File: src/rtl/pwm_wave_unit.sv
module pwm_wave_unit #(
  parameter int W = 16
) (
  input  logic         clk,
  input  logic         rst,
  input  logic [3:0]   wgm,
  input  logic [W-1:0] top_val,
  input  logic [W-1:0] cmp_a,
  input  logic [W-1:0] cmp_b,
  input  logic [1:0]   com_a,
  input  logic [1:0]   com_b,
  input  logic         force_a,
  input  logic         force_b,
  output logic         out_a,
  output logic         out_b,
  output logic         oe_a,
  output logic         oe_b
);

  logic [W-1:0] cnt;
  logic         dir_up, step_up;
  logic         is_fast, is_dual, is_pwm;
  logic [W-1:0] cmp [2];
  logic [1:0]   com [2];
  logic [1:0]   frc, wave, oe, tog_ok, hit;

  assign is_fast = wgm inside {4'd5, 4'd6, 4'd7, 4'd15};
  assign is_dual = wgm inside {4'd1, 4'd2, 4'd3, 4'd8, 4'd9, 4'd10, 4'd11, 4'd14};
  assign is_pwm  = is_fast | is_dual;

  assign step_up = (cnt == '0) ? 1'b1 : (cnt >= top_val) ? 1'b0 : dir_up;

  always_ff @(posedge clk) begin
    if (rst) begin
      cnt    <= '0;
      dir_up <= 1'b1;
    end else if (is_dual) begin
      dir_up <= step_up;
      if (top_val != '0) cnt <= step_up ? cnt + 1'b1 : cnt - 1'b1;
    end else begin
      dir_up <= 1'b1;
      cnt    <= (cnt >= top_val) ? '0 : cnt + 1'b1;
    end
  end

  assign cmp[0] = cmp_a;
  assign cmp[1] = cmp_b;
  assign com[0] = com_a;
  assign com[1] = com_b;
  assign frc    = {force_b, force_a};

  for (genvar i = 0; i < 2; i++) begin : g_ch
    assign tog_ok[i] = !is_pwm ||
                       ((i == 0) && ((wgm == 4'd15) ||
                                     (is_dual && (wgm == 4'd9 || wgm == 4'd14))));
    assign oe[i]  = com[i][1] || (com[i] == 2'b01 && tog_ok[i]);
    assign hit[i] = ((cnt == cmp[i]) && !(is_fast && com[i][1] && cmp[i] == top_val)) ||
                    (frc[i] && !is_pwm);

    always_ff @(posedge clk) begin
      if (rst) begin
        wave[i] <= 1'b0;
      end else if (oe[i]) begin
        if (hit[i]) begin
          case (com[i])
            2'b01:   wave[i] <= ~wave[i];
            2'b10:   wave[i] <= is_dual ? ~step_up : 1'b0;
            2'b11:   wave[i] <= is_dual ? step_up : 1'b1;
            default: wave[i] <= wave[i];
          endcase
        end else if (is_fast && com[i][1] && cnt == '0) begin
          wave[i] <= ~com[i][0];
        end
      end
    end
  end

  assign out_a = wave[0] & oe[0];
  assign out_b = wave[1] & oe[1];
  assign oe_a  = oe[0];
  assign oe_b  = oe[1];

endmodule

File: config.mk
export PLATFORM = sky130hd
export DESIGN_NAME = pwm_wave_unit
export DESIGN_NICKNAME = d
export VERILOG_FILES = /design/src/rtl/pwm_wave_unit.sv
export SDC_FILE = /design/constraint.sdc
export NUM_CORES = 1
export LEC_CHECK = 0
export BUFFER_PORTS_ARGS = -buffer_cell sky130_fd_sc_hd__buf_4
export CELL_PAD_IN_SITES_DETAIL_PLACEMENT = 0
export CELL_PAD_IN_SITES_GLOBAL_PLACEMENT = 1
export CORE_UTILIZATION = 44
export CTS_CLUSTER_DIAMETER = 40
export DETAILED_ROUTE_END_ITERATION = 16
export PLACE_DENSITY = 0.87
export SKIP_CTS_REPAIR_TIMING = 1
export SLEW_MARGIN = 10
export SYNTH_ARGS = -nofsm -noshare
export SYNTH_HDL_FRONTEND = slang
export SYNTH_SLANG_ARGS = --single-unit
export TNS_END_PERCENT = 20
File: constraint.sdc
create_clock -name clk -period 7.98 [get_ports clk]
set_input_delay 1.596 -clock clk [delete_from_list [all_inputs] [get_ports clk]]
set_output_delay 1.596 -clock clk [all_outputs]
set_load 0.005 [all_outputs]
==> flow_metrics.env, run 1 <==
export IMPL_status="complete, no violations"
export IMPL_yosysSeqAreaShare_pct=12.2
export IMPL_reg2reg_to="cnt[10]"
export IMPL_cts_sinks=19
export IMPL_crit_chain="buf_4 -> inv_1 -> ha_1 -> nor2b_1 -> o211a_1 -> o311ai_1 -> nand3_1 -> a211oi_1 -> a31oi_1 -> o21ai_1"
export IMPL_tns_ns=0
export IMPL_p_leak_nw=1.66
export IMPL_rsz0062_at_grt="no"
export IMPL_grt_max_degree=21
export IMPL_combPwrFrac_pct=63.6
export IMPL_crit_path_max_incr_delay_ns=0.98
export IMPL_rrSetupSlack_ns=4.42
export IMPL_switching_share_pct=52.5
export IMPL_r2r_start="cnt[2]"
export IMPL_seq_area_um2=380
export IMPL_netlist_instances=414
export IMPL_fmax_mhz=226
export IMPL_yosys_top_cells_count="xor2_1 (41), inv_1 (30), xnor2_1 (26)"
export IMPL_hold_class="flip-flop to flip-flop"
export IMPL_synth_top_area_share_pct=12.2
export IMPL_yosysWarnings=0
export IMPL_async_flop_share_pct=0
export IMPL_crit_type="input pin to flip-flop"
export IMPL_setup_viol=0
export IMPL_synth_edf_count=0
export IMPL_area_growth_pct=15.4
export IMPL_maxCapViolCount=0
export IMPL_vias=3225
export IMPL_instances_no_fill=548
export IMPL_synthesis_area_um2=3120
export IMPL_p_int_mw=0.303
export IMPL_critical_path_peak_fanout=12
export IMPL_whs_ns=0.602
export IMPL_synth_flop_cell="dfxtp_1"
export IMPL_initial_core_util_pct=45.7
export IMPL_finalCritPeriodShare_pct=55.4
export IMPL_cp_arrival_ns=4.62
export IMPL_power_density_nw_per_um2=177
export IMPL_die_width_um=86.2
export IMPL_setup_ws_ns=3.56
export IMPL_fin_crit_ns=4.42
export IMPL_fp_dieH_um=86.2
export IMPL_cpMaxStageDelayCell="a211oi_1"
export IMPL_synthDistinctLibCells=68
export IMPL_drive_above_1_share_pct=16.8
export IMPL_clk_pin_slew_ns=0.08
export IMPL_worstHoldStart="wave[0]"
export IMPL_hold_violations=0
export IMPL_wl_mm=9.65
export IMPL_synth_fp_nets=499
export IMPL_multiInputGateArea_um2=2470
export IMPL_avgSynthCellArea_um2=7.54
export IMPL_cp_start_kind="input pin"
export IMPL_portBuffers=63
export IMPL_vdd_drop_max_v=0.000155
export IMPL_htreeDepth=1
export IMPL_synth_most_common_cell="xor2_1"
export IMPL_ys_seq_elements=19
export IMPL_antenna_found_initial=0
export IMPL_drt_iter0_drc=148
export IMPL_grt_first_pass_wirelength_mm=15.8
export IMPL_cts_tree="done"
export IMPL_core_area_um2=6830
export IMPL_synth_top_cell_by_area="dfxtp_1"
export IMPL_grt_pass1_vias=3166
export IMPL_wl_per_cell_um=17.6
export IMPL_relSlewSlack_pct=32.4
export IMPL_place_ws_ns=3.35
export IMPL_clk_latency_ns=0.26
export IMPL_dp_hpwl_mm=7.64
export IMPL_num_rows=30
export IMPL_skew_ns=0.00451
export IMPL_drc_errors=0
export IMPL_ant_nets=0
export IMPL_n_antenna_cell=0
export IMPL_clock_power_share_pct=11.2
export IMPL_tightest_slew_ns=1.01
export IMPL_required_ns=8.18
export IMPL_finalMaxSlewViolations=0
export IMPL_switchingPower_mw=0.334
export IMPL_whs_endpoint="wave[0]"
export IMPL_nFillCells=683
export IMPL_io_pins=64
export IMPL_numCtsBuffers=3
export IMPL_netlist_top_cells_area="dfxtp_1 (12%), xor2_1 (11%), ha_1 (10%), xnor2_1 (7.3%), nor4_1 (4.6%)"
export IMPL_clockBufferDepth=2
export IMPL_grt_ovfl_total=0
export IMPL_dp_cells=544
export IMPL_worst_r2r_cell_count=8
export IMPL_clock_root_buffer="clkbuf_8"
export IMPL_hold_depth=2
export IMPL_worstSetupEndpointType="flip-flop"
export IMPL_seq_power_share_pct=25.2
export IMPL_die_area_um2=7440
export IMPL_nets=538
export IMPL_drt_first_pass_iters=4
export IMPL_track_usage_pct=26.9
export IMPL_viasPerCell=5.89
export IMPL_place_congestion=0.880
## per-layer routing
layer	vias up	GRT usage (%)	part of all wire [%]
li1	1606	-	-
met1	1509	36.7	46
met2	106	45.2	47
met3	4	3.24	6.5
met4	0	6.36	0.58
met5	-	0	0
## placed cells by master, fill, tap and decap left out, drive strengths merged, types with 3 or more instances in the layout
| master | count |
|---|---|
| and2 | 6 |
| nor4 | 24 |
| a21o | 3 |
| clkbuf | 4 |
| a21oi | 18 |
| nor2b | 7 |
| ha | 25 |
| nand2 | 17 |
| nand4 | 9 |
| a211o | 5 |
| and4 | 4 |
| a31oi | 6 |
| nand3 | 18 |
| o21ai | 15 |
| or3 | 4 |
| o211ai | 4 |
| xnor2 | 26 |
| nor3 | 13 |
| buf | 63 |
| nor2 | 17 |
| o2111ai | 3 |
| o32ai | 4 |
| o31ai | 3 |
| a211oi | 5 |
| nand2b | 4 |
| a21boi | 3 |
| xor2 | 41 |
| or4 | 5 |
| a2bb2oi | 3 |
| dfxtp | 19 |
| inv | 30 |
| and3 | 10 |
## metrics by stage
stage / utilization [%] / area (um^2) / power (mW)
detailed placement: 52.1 / 3560 / 0.559
global route: 52.8 / 3600 / 0.691
floorplan: - / 3120 / 0.467
global placement: 52.1 / 3560 / 0.556
finish: 52.8 / 3600 / 0.637
CTS: 52.8 / 3600 / 0.633
## sequential cells by signal, indices dropped and copies added (netlist names)
register / cells
dir_up: 1
wave: 2
cnt: 16
## critical path: cells and delay by family
kind	cells	cell delay, ns
AO/OA/AOI/OAI	5	1.98
adder cells (fa/ha/maj)	1	0.29
buffers and inverters	2	0.15
AND/OR/NAND/NOR	2	0.59
## worst max path at each step
stage / startpoint / endpoint / slack [ns] / cells past startpoint
after global routing: top_val[13] / cnt[10] / 3.28 / 10
final: top_val[1] / cnt[10] / 3.56 / 10
after global placement: top_val[1] / cnt[9] / 3.32 / 10
after CTS: top_val[1] / cnt[8] / 3.61 / 10
after detailed placement: top_val[1] / cnt[8] / 3.35 / 10
after floorplan: wgm[0] / out_b / 4.09 / 5
## cell type report
cell class / instances / share of cell area (%)
Tap cell: 96 / 3.33
Timing Repair Buffer: 63 / 13.1
Clock buffer: 4 / 1.25
Inverter: 30 / 3.12
Sequential cell: 19 / 10.6
Multi-Input combinational cell: 336 / 68.6
## kinds of logic (layout without fill, tap and decap cells)
family / after synthesis / count (layout) / synth area share [%]
fa+ha+maj: 25 / 25 / 10.0
compound gates: 97 / 97 / 22.7
xor+xnor: 67 / 67 / 18.8
simple gates: 147 / 147 / 27.7
buf+inv: 59 / 97 / 8.61
flops: 19 / 19 / 12.2
## power by group through the flow
stage               sequential [mW]  clock, mW  combinational, mW
global placement              0.161          0              0.394
CTS                           0.159     0.0736              0.400
floorplan                     0.121          0              0.346
global route                  0.164     0.0766              0.450
detailed placement            0.162          0              0.397
finish                        0.160     0.0716              0.405
(Power assumes the default switching activity.)
==> run 2, diff against run 1 <==
Settings changed: CORE_UTILIZATION 44 to 37, PLACE_DENSITY 0.87 to 0.78.
Clock period 7.98 ns to 4 ns, I/O delays scaled along.
==> flow_metrics.env, run 2 (synthesis results as in run 1) <==
export IMPL_status="complete, no violations"
export IMPL_htreeDepth=1
export IMPL_p_leak_nw=1.69
export IMPL_whs_ns=0.608
export IMPL_crit_type="input pin to flip-flop"
export IMPL_required_ns=4.16
export IMPL_tns_ns=0
export IMPL_seq_area_um2=380
export IMPL_clockBufferDepth=2
export IMPL_critical_path_peak_fanout=18
export IMPL_cts_tree="done"
export IMPL_clk_pin_slew_ns=0.08
export IMPL_reg_top3="cnt (16), wave (2), dir_up (1)"
export IMPL_top_register="cnt"
export IMPL_final_common_cell="buf_4"
export IMPL_n_antenna_cell=0
export IMPL_rrSetupSlack_ns=0.93
export IMPL_num_rows=33
export IMPL_grt_pass1_vias=3122
export IMPL_place_congestion=0.915
export IMPL_vdd_drop_max_v=0.000185
export IMPL_crit_path_max_incr_delay_ns=0.63
export IMPL_wl_per_cell_um=17.3
export IMPL_die_area_um2=8810
export IMPL_reg2reg_to="wave[1]"
export IMPL_area_growth_pct=17.2
export IMPL_tightest_slew_ns=0.780
export IMPL_drt_first_pass_iters=4
export IMPL_cpMaxStageDelayCell="or4_1"
export IMPL_track_usage_pct=22.3
export IMPL_io_pins=64
export IMPL_vias=3285
export IMPL_worst_r2r_cell_count=8
export IMPL_dp_hpwl_mm=7.70
export IMPL_fin_crit_ns=3.21
export IMPL_setup_viol=0
export IMPL_worstHoldStart="wave[0]"
export IMPL_skew_ns=0.00191
export IMPL_drt_iter0_drc=178
export IMPL_hold_class="flip-flop to flip-flop"
export IMPL_final_util_pct=44.8
export IMPL_clk_latency_ns=0.26
export IMPL_cp_arrival_ns=3.37
export IMPL_multiInputGateArea_um2=2470
export IMPL_grt_max_degree=19
export IMPL_initial_core_util_pct=38.2
export IMPL_wl_mm=9.77
export IMPL_finalMaxSlewViolations=0
export IMPL_die_width_um=93.9
export IMPL_dpl_cell_area_um2=3620
export IMPL_relSlewSlack_pct=47.8
export IMPL_clock_root_buffer="clkbuf_8"
export IMPL_whs_endpoint="wave[0]"
export IMPL_fp_dieH_um=93.9
export IMPL_finalCritPeriodShare_pct=80.2
export IMPL_viasPerCell=5.83
export IMPL_cts_sinks=19
export IMPL_nFillCells=837
export IMPL_hold_depth=2
export IMPL_crit_chain="buf_4 -> inv_1 -> ha_1 -> nand4_1 -> nor3_1 -> o311ai_1 -> and4_1 -> or4_1 -> a31o_1 -> a21o_1"
export IMPL_largest_register_ffs=16
export IMPL_drive_above_1_share_pct=17.9
export IMPL_cp_start_kind="input pin"
export IMPL_drc_errors=0
export IMPL_ant_nets=0
export IMPL_cp_buffers_inverters=2
export IMPL_hold_violations=0
export IMPL_r2r_start="cnt[13]"
export IMPL_crit_family="simple AND/OR/NAND/NOR gates"
export IMPL_core_area_um2=8180
export IMPL_design_area_um2=3660
export IMPL_antenna_found_initial=0
export IMPL_rsz0062_at_grt="no"
export IMPL_maxCapViolCount=0
export IMPL_numCtsBuffers=3
export IMPL_grt_first_pass_wirelength_mm=15.4
export IMPL_grt_ovfl_total=0
export IMPL_fmax_mhz=312
export IMPL_portBuffers=63
export IMPL_worstSetupEndpointType="flip-flop"
export IMPL_power_density_nw_per_um2=353
export IMPL_mostFrequentLayoutCells="buf_4 (69), xor2_1 (41), inv_1 (30)"
export IMPL_nets=544
## run 2: changes by cell type in the layout (fill, tap and decap cells not counted)
cell,before,now
buf_4,63,69
## run 2: worst reg2reg max path, cell delays in order (launching register included)
cell      delay, ns
dfxtp_1        0.58
ha_1           0.33
a211oi_1       0.24
nor2_1         0.08
nor4_1         0.40
nand4_1        0.54
and3_1         0.37
o32a_1         0.28
o21ba_1        0.17
## run 2: report_power, final
| part | internal, mW | switching (mW) |
|---|---|---|
| logic | 0.331 | 0.503 |
| registers | 0.221 | 0.0941 |
| clock network | 0.0711 | 0.0733 |
## run 2: layer usage
metal / wire [um] / up-vias / global-route usage, %
met2: 4470 / 113 / 38.1
met5: 0 / - / 0
met3: 540 / 22 / 1.94
met1: 4440 / 1530 / 29.0
met4: 319 / 0 / 8.46
li1: - / 1620 / -
## run 2: layout make-up
cell class	instances	share of cell area (%)
Timing Repair Buffer	69	14.1
Sequential cell	19	10.4
Inverter	30	3.08
Multi-Input combinational cell	336	67.6
Tap cell	105	3.59
Clock buffer	4	1.23
## run 2: worst max path at each step
stage	endpoint	depth (start not counted)	from
4_1_cts	cnt[9]	10	top_val[13]
3_5_place_dp	cnt[9]	10	top_val[13]
3_3_place_gp	cnt[9]	10	top_val[13]
2_1_floorplan	cnt[9]	10	top_val[13]
5_1_grt	cnt[9]	10	top_val[13]
6_report	cnt[9]	10	top_val[13]
## run 2: through the flow
step / power (mW) / std cells / setup slack, ns
3_5_place_dp: 1.14 / 559 / 0.521
5_1_grt: 1.39 / 563 / 0.556
3_3_place_gp: 1.13 / 559 / 0.536
2_1_floorplan: 0.931 / 414 / 0.979
4_1_cts: 1.29 / 563 / 0.777
6_report: 1.29 / 563 / 0.790
